<file path="config.mk">
export PLATFORM = sky130hd
export DESIGN_NAME = tmr_irq_ctrl
export DESIGN_NICKNAME = d
export VERILOG_FILES = /design/src/rtl/tmr_irq_pkg.sv /design/src/rtl/tmr_irq_flag_bank.sv /design/src/rtl/tmr_irq_mask_reg.sv /design/src/rtl/tmr_irq_req_gen.sv /design/src/rtl/tmr_irq_ctrl.sv
export SDC_FILE = /design/constraint.sdc
export NUM_CORES = 1
export LEC_CHECK = 0
export BUFFER_PORTS_ARGS = -buffer_cell sky130_fd_sc_hd__buf_2
export CORE_MARGIN = 2
export CORE_UTILIZATION = 34
export CTS_CLUSTER_DIAMETER = 100
export DETAILED_ROUTE_END_ITERATION = 8
export HOLD_SLACK_MARGIN = 0.03
export PLACE_DENSITY_LB_ADDON = 0.3
export SETUP_SLACK_MARGIN = 0.5
export SYNTH_ARGS = -nofsm -noshare
export SYNTH_HDL_FRONTEND = slang
export SYNTH_HIERARCHICAL = 1
export SYNTH_SLANG_ARGS = --single-unit
</file>
<file path="constraint.sdc">
create_clock -name clk -period 0.8 [get_ports clk]
set_input_delay 0.08 -clock clk [delete_from_list [all_inputs] [get_ports clk]]
set_output_delay 0.08 -clock clk [all_outputs]
set_load 0.01 [all_outputs]
</file>
<file path="src/rtl/tmr_irq_pkg.sv">
package tmr_irq_pkg;
  // Source count: terminal count plus three channels
  localparam int NUM_SRC = 4;
endpackage

</file>
<file path="src/rtl/tmr_irq_flag_bank.sv">
module tmr_irq_flag_bank #(
  parameter int N_SRC = 4
) (
  input  logic             clk,
  input  logic             rst,
  input  logic [N_SRC-1:0] evt_i,
  input  logic             clr1_en_i,
  input  logic [N_SRC-1:0] clr1_bits_i,
  input  logic             wr0_en_i,
  input  logic [N_SRC-1:0] wr0_bits_i,
  output logic [N_SRC-1:0] flag_o
);
  for (genvar g = 0; g < N_SRC; g++) begin : g_flag
    logic kill;
    logic q;
    assign kill = (clr1_en_i & clr1_bits_i[g]) | (wr0_en_i & ~wr0_bits_i[g]);
    always_ff @(posedge clk) begin
      if (rst)            q <= 1'b0;
      else if (evt_i[g])  q <= 1'b1;   // set wins over clear
      else if (kill)      q <= 1'b0;
    end
    assign flag_o[g] = q;
  end
endmodule

</file>
<file path="src/rtl/tmr_irq_mask_reg.sv">
module tmr_irq_mask_reg #(
  parameter int N_SRC = 4
) (
  input  logic             clk,
  input  logic             rst,
  input  logic             mask_we_i,
  input  logic [N_SRC-1:0] mask_d_i,
  input  logic             gie_we_i,
  input  logic             gie_d_i,
  output logic [N_SRC-1:0] mask_o,
  output logic             gie_o
);
  always_ff @(posedge clk) begin
    if (rst) begin
      mask_o <= '0;
      gie_o  <= 1'b0;
    end else begin
      if (mask_we_i) mask_o <= mask_d_i;
      if (gie_we_i)  gie_o  <= gie_d_i;
    end
  end
endmodule

</file>
<file path="src/rtl/tmr_irq_req_gen.sv">
module tmr_irq_req_gen #(
  parameter int N_SRC = 4
) (
  input  logic             clk,
  input  logic             rst,
  input  logic [N_SRC-1:0] flag_i,
  input  logic [N_SRC-1:0] mask_i,
  input  logic             gie_i,
  output logic             irq_o
);
  logic pend;
  logic pend_q;

  assign pend = gie_i & (|(flag_i & mask_i));

  always_ff @(posedge clk) begin
    if (rst) begin
      pend_q <= 1'b0;
      irq_o  <= 1'b0;
    end else begin
      pend_q <= pend;
      irq_o  <= pend & ~pend_q;
    end
  end
endmodule

</file>
<file path="src/rtl/tmr_irq_ctrl.sv">
module tmr_irq_ctrl #(
  parameter int N_SRC = tmr_irq_pkg::NUM_SRC
) (
  input  logic             clk,
  input  logic             rst,
  input  logic [N_SRC-1:0] evt_i,
  input  logic             clr1_en_i,
  input  logic [N_SRC-1:0] clr1_bits_i,
  input  logic             wr0_en_i,
  input  logic [N_SRC-1:0] wr0_bits_i,
  input  logic             mask_we_i,
  input  logic [N_SRC-1:0] mask_d_i,
  input  logic             gie_we_i,
  input  logic             gie_d_i,
  output logic [N_SRC-1:0] flag_o,
  output logic [N_SRC-1:0] mask_o,
  output logic             gie_o,
  output logic             irq_o
);
  tmr_irq_flag_bank #(.N_SRC(N_SRC)) u_flags (
    .clk(clk), .rst(rst), .evt_i(evt_i),
    .clr1_en_i(clr1_en_i), .clr1_bits_i(clr1_bits_i),
    .wr0_en_i(wr0_en_i), .wr0_bits_i(wr0_bits_i),
    .flag_o(flag_o)
  );

  tmr_irq_mask_reg #(.N_SRC(N_SRC)) u_mask (
    .clk(clk), .rst(rst),
    .mask_we_i(mask_we_i), .mask_d_i(mask_d_i),
    .gie_we_i(gie_we_i), .gie_d_i(gie_d_i),
    .mask_o(mask_o), .gie_o(gie_o)
  );

  tmr_irq_req_gen #(.N_SRC(N_SRC)) u_req (
    .clk(clk), .rst(rst),
    .flag_i(flag_o), .mask_i(mask_o), .gie_i(gie_o),
    .irq_o(irq_o)
  );
endmodule

</file>
# After elaboration in Yosys (flattened, before gate mapping)
# Cells that the tools add are included.
[word_totals]
mem_count = 0
elab_cells = 41
out_inout_bits = 10
ramBits = 0
latch_bits = 0
reg_bits = 11
romBits = 0
[op_classes]
order_cmp = 0
div_mod_pow = 0
add_sub_neg = 0
multipliers = 0
reduce_logical = 5
mux = 8
shift = 0
bitwise = 20
n_eq_ne = 0
[op_table]
columns = ["op", "count"]
rows = [
  ["$and A1 B1 Y1", 10],
  ["$mux W1", 8],
  ["$reduce_bool A2 Y1", 4],
  ["$not A1 Y1", 5],
  ["$and A4 B4 Y4", 1],
  ["$or A1 B1 Y1", 4],
  ["$reduce_or A4 Y1", 1],
]

# Depth between registers and ports, before layout
# Gate-level depths: netlist of run 1.
[depth]
word_depth = 5
ltp_mapped = 3
mapped_depth_nobuf = 3

# Cells and area by module
# The synthesis of run 1 kept the hierarchy.
[by_module_without_submodules]
columns = ["module", "n_inst", "area_each_um2", "seq_area_each_um2", "cells_each"]
rows = [
  ["tmr_irq_flag_bank", 1, 190.2, 80.1, 24],
  ["tmr_irq_mask_reg", 1, 173.9, 100.1, 16],
  ["tmr_irq_req_gen", 1, 96.3, 40.0, 7],
]

# Worst setup path before layout of run 1
# Ideal clock, no wire load.
[synth_path]
path_type = "register to register"
startpoint = "register u_flags.g_flag[2].q"
endpoint = "register u_req.irq_o"
slack_ns = -0.029
setup_ns = 0.126
required_ns = 0.674
arrival_time_ns = 0.703
period_less_slack_ns = 0.829
path_stages_with_launch = 4
cell_sequence = "dfxtp_1 buf_4 a22oi_2 a211oi_2"
[synth_via]
elab_chain_cells = 4
[synth_rtl]
columns = ["item", "line", "source"]
rows = [
  ["from (decl)", "tmr_irq_flag_bank.sv:15", "logic q;"],
  ["from (signal assigned)", "tmr_irq_flag_bank.sv:18", "if (rst) q <= 1'b0;"],
  ["from (signal assigned)", "tmr_irq_flag_bank.sv:19", "else if (evt_i[g]) q <= 1'b1;"],
  ["from (signal assigned)", "tmr_irq_flag_bank.sv:20", "else if (kill) q <= 1'b0;"],
  ["$and A4 B4 Y4", "tmr_irq_req_gen.sv:14", "assign pend = gie_i & (|(flag_i & mask_i));"],
  ["$reduce_or A4 Y1", "tmr_irq_req_gen.sv:14", ""],
  ["$and A1 B1 Y1", "tmr_irq_req_gen.sv:14", ""],
  ["$and A1 B1 Y1", "tmr_irq_req_gen.sv:22", "irq_o <= pend & ~pend_q;"],
  ["to (signal assigned)", "tmr_irq_req_gen.sv:22", ""],
  ["to (decl)", "tmr_irq_req_gen.sv:9", "output logic irq_o"],
]
# Every way passes these cells.
# A chain may end at the register's enable or synchronous reset.

# Worst setup path after layout of run 1
[layout_path]
startpoint = "register u_mask.mask_o[2]"
endpoint = "output port mask_o[2]"
[layout_lines]
columns = ["item", "line", "source"]
rows = [
  ["from (decl)", "tmr_irq_mask_reg.sv:10", "output logic [N_SRC-1:0] mask_o,"],
  ["from (signal assigned)", "tmr_irq_mask_reg.sv:18", "if (mask_we_i) mask_o <= mask_d_i;"],
  ["to (decl)", "tmr_irq_ctrl.sv:16", "output logic [N_SRC-1:0] mask_o,"],
]
# No word-level cell between the ends.

==> results of run 1 <==
metal layers:
layer / share of wire [%] / vias to the layer above / GRT usage (%)
met4: 1.7 / 0 / 12.5
met5: 0 / - / 0
met2: 50 / 28 / 26.6
li1: - / 232 / -
met1: 40 / 191 / 17.1
met3: 8.2 / 2 / 3.26
worst min-delay path, stage by stage:
cell,delay (ns)
buf_2,0.08
a31oi_1,0.03
nor2_1,0.07
registers in the layout, summed over array words and instances, names as in the netlist:
name	count
u_req/pend_q	1
u_flags/g_flag.q	4
u_mask/gie_o	1
u_req/irq_o	1
u_mask/mask_o	4
logic make-up after synthesis:
family                 synth area share (%)
and+or+nand+nor                        19.0
AOI/OAI and AO/OA                      14.7
muxes                                  10.9
buffers and inverters                  7.61
DFF                                    47.8
metrics by stage:
stage	worst slack (ns)	TNS [ns]	hold WS [ns]
floorplan	0.0117	0	0.143
global placement	0.0748	0	0.282
detailed placement	0.0265	0	0.291
CTS	-0.0323	-0.205	0.00695
global route	-0.0480	-0.435	0.0373
finish	-0.0181	-0.111	0.0204
Yosys cell counts (all sizes together):
cell type,instances
a211oi,1
a21oi,1
a22oi,2
a31oi,4
buf,4
clkbuf,1
dfxtp,11
mux2i,5
nand2,4
nand2b,5
nor2,9
worst max-delay path by stage:
stage                        startpoint     endpoint  slack (ns)  cells past startpoint
floorplan           u_flags/g_flag[0].q  u_req/irq_o        0.01                      3
global placement       u_mask/mask_o[0]  u_req/irq_o        0.07                      2
detailed placement  u_flags/g_flag[0].q  u_req/irq_o        0.03                      2
CTS                 u_flags/g_flag[1].q    flag_o[1]       -0.03                      1
global route           u_mask/mask_o[2]    mask_o[2]       -0.05                      1
finish                 u_mask/mask_o[2]    mask_o[2]       -0.02                      1
power by group through the flow:
stage | sequential, µW | clock [µW] | combinational, µW
6_report | 608 | 371 | 239
5_1_grt | 614 | 420 | 262
4_1_cts | 616 | 395 | 235
3_5_place_dp | 622 | 0 | 179
3_3_place_gp | 619 | 0 | 176
2_1_floorplan | 621 | 0 | 104
repair_timing:
action / in CTS / in global routing
hold endpoints to repair: 4 / 0
endpoints found under the setup margin: 21 / 21
pin swaps: 4 / 4
resized for setup: 16 / 7
setup buffers: 4 / 0
area by class of cell:
type / count / share of cell area [%]
Tap cell: 15 / 2.42
Timing Repair Buffer: 37 / 35.0
Clock buffer: 4 / 3.39
Sequential cell: 11 / 31.9
Multi-Input combinational cell: 31 / 27.3
placed cells by master (no fill, tap or decap):
| cell | count |
|---|---|
| buf_2 | 22 |
| buf_6 | 13 |
| nor2_1 | 9 |
| dfxtp_4 | 6 |
| mux2i_1 | 5 |
| nand2b_1 | 4 |
| nand2_1 | 4 |
| dfxtp_2 | 4 |
| clkbuf_4 | 3 |
| a31oi_1 | 3 |
| buf_4 | 2 |
| a22oi_2 | 2 |
| clkbuf_1 | 1 |
| a31oi_2 | 1 |
| nand2b_4 | 1 |
| a211oi_2 | 1 |
| a21oi_1 | 1 |
| dfxtp_1 | 1 |
==> qor.txt, run 1 <==
Flop pwr share = 49.9%
Routability cong. = 0.595
Core Rows = 13
I/O Buffers = 32
Worst path buffer plus inverter count = 1
Worst path cell trace = buf_6
Internal = 918 µW
Ant. Diodes = 0
Setup violators final = 9
ANT nets after route = 0
Min-Delay Endpoint = u_flags/g_flag[1].q
Area Growth Syn to Fin = 68.5%
Crit end category = output pin
Largest net degree at the start of global routing = 7
Register-to-register setup slack = 0.01 ns
Worst EP required = 0.72 ns
Die ar. = 0.00166 mm²
Synth area leader = dfxtp_1
Slew HR = 88.2%
Vias in the first global route = 383
IR drop worst, VDD = 719 µV
Initial antenna violation count = 0
Root Buffer = clkbuf_4
I/O pins = 33
Final HPWL DP = 867 µm
Gate power share = 19.6%
First-pass DRT Iterations = 2
Seq/Total Area, Yosys = 47.8%
Placed cell count = 90
Final Non-Filler Cells = 98
Crit-path slowest cell = dfxtp_4
Reg2Reg Launch Point = u_flags/g_flag[2].q
Clock slew seen by the registers of the worst setup and hold paths = 0.07 ns
Clock skew = 0.00634 ns
Syn_nets = 70
CTS tree = built
Unrepaired setup endpoints after global routing = true
Min-delay src = evt_i[1]
Tcrit/Tclk final = 102%
R2R Path End = u_req/irq_o
Htree depth = 1
Total Routed Length = 1.09 mm
Max Buffers Root-to-Sink = 2
Mean routed wirelength per cell = 11.1 µm
Count of cell types in the netlist = 12
Initial DRC count = 6
Switching Share = 24.6%
Number of buffers created by CTS = 3
Clk network pwr share = 30.4%
Die Y-Extent = 40.8 µm
Crit path kind = flop to output pin
Overflow after GRT = 0
Outcome = complete, but fails checks
Worst-path fanout max = 3
Core region area = 0.00128 mm²
Leak pwr = 0.000368 µW
Worst min path class = input pin to flop
Synthesized area = 460 µm²
Yosys warning count = 6
First-pass GRT wire length = 1.64 mm
Mapped Cells = 47
Crit path max-delay family = flip-flops
Final core utilization = 60.4%
Filler Cells Inserted = 111
Total Power = 1220 µW
Reg2Reg Depth = 2
Critical path's largest stage delay = 0.36 ns
Synth Area per Inst = 9.80 µm²
PwrDens = 1570 mW/mm²
Register bit count reported by yosys = 11
Synth top area share = 47.8%
DR vias = 453
Final min period = 0.818 ns
Final-stage net count = 107
Top post-synthesis cells by area = dfxtp_1 (48%), mux2i_1 (11%), nor2_1 (7.3%)
Clock sinks = 11
DR vias/cell = 4.62
Die W = 40.8 µm
Switch Pwr = 300 µW
Gr usage total = 15.9%
Max-Cap Viols = 0
CP arrival = 0.74 ns
Failing checks = negative setup slack
Multi-input gate area = 211 µm²
Crit start category = flop
Seq. cell area = 248 µm²
Finished Cell Area = 776 µm²
DRC = 0
Starting Density = 35.8%
Placed cell area = 622 µm²
Max-slew violations = 0
Worst skew pair latency = 0.27 ns
Worst-Margin Slew = 0.172 ns
Fin worst setup slack = -0.0181 ns
Final Hold Fails = 0
Fmax = 1220 MHz
Fraction of layout cells with a size suffix above 1 = 66.3%
Worst hold path depth = 3
(Power assumes the default switching activity.)
==> inputs of run 2 (changes only) <==
CORE_MARGIN = default   (was 2)
==> run 2 against run 1 <==
Non-clock buffer count is 1 higher. Routed wire length shrank 6.6%. Combinational power grew 3%. Clock power barely moved. Critical path depth unchanged. Register-to-register slack improved by 0.02 ns. Fmax increased by 0.29%. Global-route usage fell by 0.75 points. Hold slack improved by 0.0031 ns. Sequential share of layout area shrank 1.3 points. Flip-flop and latch count did not move. First-iteration DRC count fell by 83%. The run still ends with negative setup slack left.
==> qor.txt, run 2 (synthesis gave the netlist of run 1 again) <==
Multi-input gate area = 220 µm²
CP Depth = 1
Number of buffers created by CTS = 3
Setup violators final = 4
Starting Density = 38.8%
Seq. cell area = 238 µm²
Initial antenna violation count = 0
CTS tree = built
Die ar. = 0.00151 mm²
Unrepaired setup endpoints after global routing = true
Worst path cell trace = buf_6
Overflow after GRT = 0
Crit path max-delay family = flip-flops
Final HPWL DP = 763 µm
IR drop worst, VDD = 897 µV
DR vias/cell = 4.52
Area Growth Syn to Fin = 68.7%
CP arrival = 0.74 ns
Worst min path class = input pin to flop
Clock slew seen by the registers of the worst setup and hold paths = 0.07 ns
Vias in the first global route = 399
Slew HR = 87.1%
Busiest grt layer = met2
Crit end category = output pin
Total Power = 1230 µW
Placed cell count = 89
Failing checks = negative setup slack
Critical path's largest stage delay = 0.36 ns
First-pass DRT Iterations = 2
I/O pins = 33
Most frequent cells in the layout = buf_2 (22), buf_6 (12), nor2_1 (9)
Die Y-Extent = 38.8 µm
ANT nets after route = 0
Htree depth = 1
Commonest non-fill, non-tap cell in the layout = buf_2
Initial DRC count = 1
Pre-CTS WS = 0.0316 ns
Worst skew pair latency = 0.26 ns
Clock sinks = 11
Worst hold path depth = 3
Mean routed wirelength per cell = 10.4 µm
Worst EP required = 0.72 ns
Grt met1 use = 15.8%
DRC = 0
Ant. Diodes = 0
Max-Cap Viols = 0
Final Non-Filler Cells = 98
Final-stage net count = 108
Worst-Margin Slew = 0.194 ns
Outcome = complete, but fails checks
Biggest regs = u_flags/g_flag.q (4), u_mask/mask_o (4)
Root Buffer = clkbuf_4
Fin worst setup slack = -0.0158 ns
Total Routed Length = 1.02 mm
Met3 Usage GRT = 5.20%
Filler Cells Inserted = 97
Final Hold Fails = 0
Core Rows = 12
Leak pwr = 0.000372 µW
I/O Buffers = 32
Crit start category = flop
Tcrit/Tclk final = 102%
Worst path buffer plus inverter count = 1
Die W = 38.8 µm
DR vias = 443
Crit-path slowest cell = dfxtp_4
Reg2Reg Depth = 2
First-pass GRT wire length = 1.49 mm
Clock skew = 0.00167 ns
Max Buffers Root-to-Sink = 2
Worst-path fanout max = 3
PwrDens = 1580 mW/mm²
Final min period = 0.816 ns
Met2 usage = 26.3%
Core region area = 0.00119 mm²
Crit path kind = flop to output pin
Largest net degree at the start of global routing = 10
Fraction of layout cells with a size suffix above 1 = 66.7%
Fmax = 1230 MHz
Gr usage total = 15.1%
Routability cong. = 0.628
Max-slew violations = 0
[run 2: cell types whose count changed in the layout (fill, tap and decap cells not counted)]
cell and change:
a31oi_2 -1, a31oi_4 +1, buf_4 +2, buf_6 -1
dfxtp_2 +4, dfxtp_4 -4
[run 2: per-stage QoR]
step                instance area [µm²]  util (%)  TNS, ns  hold slack, ns
finish                              777      65.5  -0.0180          0.0235
global route                        777      65.5   -0.368          0.0244
CTS                                 748      63.1  -0.0928          0.0146
detailed placement                  621      52.3        0           0.292
global placement                    621      52.3        0           0.284
floorplan                           485         -        0           0.143
[run 2: timing repair]
item	in CTS	in global routing
buffers inserted	5	0
gates cloned	0	0
hold endpoints to repair	4	2
resized for setup	13	5
pin swaps	3	1
setup endpoints to repair	21	21
[run 2: routing by layer]
layer | wire length, µm | vias to the layer above
met5 | 0 | -
met4 | 14 | 0
met3 | 75 | 2
met2 | 472 | 26
met1 | 452 | 183
li1 | - | 232
[run 2: layout make-up]
cell class                 count  share of cell area (%)
clock buffer                   4                    3.38
tap                           14                    2.25
sequential                    11                    30.6
timing repair buffer          38                    35.4
multi-input combinational     31                    28.3
[run 2: final timing paths]
| kind | startpoint | endpoint | slack, ns |
|---|---|---|---|
| setup / recovery | u_flags/g_flag[3].q | flag_o[3] | -0.02 |
| hold / removal | evt_i[1] | u_flags/g_flag[1].q | 0.02 |
| setup reg to reg | u_flags/g_flag[0].q | u_req/pend_q | 0.03 |
| hold reg to reg | u_req/pend_q | u_req/irq_o | 0.40 |
[run 2: worst min-delay path: stages]
cell	delay, ns
buf_2	0.07
a31oi_1	0.03
nor2_1	0.06
[run 2: report_power, final]
part / switching [µW] / internal (µW) / leakage (µW) / total [µW]
registers: 31.7 / 581 / 0.0000947 / 613
logic: 91.1 / 156 / 0.000262 / 247
clock network: 177 / 192 / 0.0000150 / 369
==> inputs of run 3 (changes only) <==
SKIP_CTS_REPAIR_TIMING = 1   (was default)
==> run 3 against run 2 <==
The run still ends with negative setup slack left. Global-route usage shrank 0.69 points. Setup slack worse by 0.0060 ns. Design area fell by 1.1%. Clock skew barely moved. Largest power group unchanged. Fmax fell by 0.73%.
==> qor.txt, run 3 (synthesis gave the netlist of run 1 again) <==
Failing checks = negative setup slack
CP Depth = 1
Register-to-register setup slack = -0.01 ns
Clock skew = 0.00159 ns
Root Buffer = clkbuf_4
Crit path max-delay family = flip-flops
Final-stage net count = 107
Clock sinks = 11
First-pass DRT Iterations = 1
IR drop worst, VDD = 860 µV
Critical path's largest stage delay = 0.36 ns
Fin worst setup slack = -0.0218 ns
Die Y-Extent = 38.8 µm
ANT nets after route = 0
Final core utilization = 64.8%
CP Launch Point = u_flags/g_flag[3].q
Most frequent cells in the layout = buf_2 (22), buf_6 (11), nor2_1 (9)
I/O Buffers = 32
Crit path kind = flop to output pin
Core Rows = 12
Core region area = 0.00119 mm²
Tcrit/Tclk final = 103%
DR vias = 440
Total Routed Length = 976 µm
Worst min path class = input pin to flop
Crit path to = flag_o[3]
Reg2Reg Depth = 3
PwrDens = 1590 mW/mm²
Largest net degree at the start of global routing = 10
R2R Path End = u_req/pend_q
Initial DRC count = 0
Overflow after GRT = 0
Worst EP required = 0.72 ns
Fmax = 1220 MHz
Max-slew violations = 0
Max-Cap Viols = 0
Final HPWL DP = 763 µm
Worst path cell trace = buf_6
Pre-CTS WS = 0.0316 ns
DR vias/cell = 4.54
Crit end category = output pin
Worst skew pair latency = 0.26 ns
Biggest regs = u_flags/g_flag.q (4), u_mask/mask_o (4)
Crit start category = flop
Htree depth = 1
Max Buffers Root-to-Sink = 2
CP arrival = 0.74 ns
Final Hold Fails = 0
Worst-path fanout max = 3
Mean routed wirelength per cell = 10.1 µm
Gr usage total = 14.4%
Setup violators final = 8
Number of buffers created by CTS = 3
Reg2Reg Launch Point = u_mask/mask_o[3]
Routability cong. = 0.628
Leak pwr = 0.000366 µW
Worst path buffer plus inverter count = 1
Crit-path slowest cell = dfxtp_4
First-pass GRT wire length = 1.39 mm
TNS Setup = -0.0500 ns
CTS tree = built
Fraction of layout cells with a size suffix above 1 = 66.3%
Vias in the first global route = 353
Outcome = complete, but fails checks
Clock slew seen by the registers of the worst setup and hold paths = 0.07 ns
Final min period = 0.822 ns
Commonest non-fill, non-tap cell in the layout = buf_2
Unrepaired setup endpoints after global routing = true
Initial antenna violation count = 0
Ant. Diodes = 0
Die ar. = 0.00151 mm²
Starting Density = 38.8%
Area Growth Syn to Fin = 66.8%
Die W = 38.8 µm
Slew HR = 86.6%
Worst-Margin Slew = 0.201 ns
DRC = 0
I/O pins = 33
## run 3: worst min path at each step
stage	from	endpoint	slack, ns	cells past startpoint
finish	evt_i[1]	u_flags/g_flag[1].q	0.02	3
detailed placement	evt_i[3]	u_flags/g_flag[3].q	0.29	3
global placement	evt_i[0]	u_flags/g_flag[0].q	0.28	3
CTS	evt_i[3]	u_flags/g_flag[3].q	0.01	3
global route	evt_i[2]	u_flags/g_flag[2].q	0.02	3
floorplan	rst	u_mask/gie_o	0.14	1
## run 3: per-layer routing
| layer | vias up | part of all wire [%] | global-route usage (%) |
|---|---|---|---|
| li1 | 230 | - | - |
| met1 | 182 | 45 | 15.2 |
| met2 | 26 | 45 | 23.3 |
| met3 | 2 | 7.5 | 5.20 |
| met4 | 0 | 1.7 | 10.3 |
| met5 | - | 0 | 0 |
## run 3: final cells by class
cell class              count  area, µm²
clock buffers               4       26.3
flip-flops and latches     11        240
fillers                   101        418
well taps                  14       17.5
multi-input cells          31        220
repair buffers             37        264
## run 3: where the power goes
| part | internal [µW] | leakage, µW | total (µW) | switching, µW |
|---|---|---|---|---|
| logic | 150 | 0.000256 | 237 | 87.3 |
| registers | 579 | 0.0000950 | 612 | 32.6 |
| clock network | 192 | 0.0000150 | 371 | 179 |
## run 3: metrics by stage
stage          std cells  hold WS [ns]  cell area [µm²]  power (µW)
2_1_floorplan         47         0.143              485         725
3_5_place_dp          89         0.292              621         798
6_report              97        0.0214              768        1220
3_3_place_gp          89         0.284              621         795
4_1_cts               93        0.0146              647        1170
5_1_grt               97        0.0247              768        1310
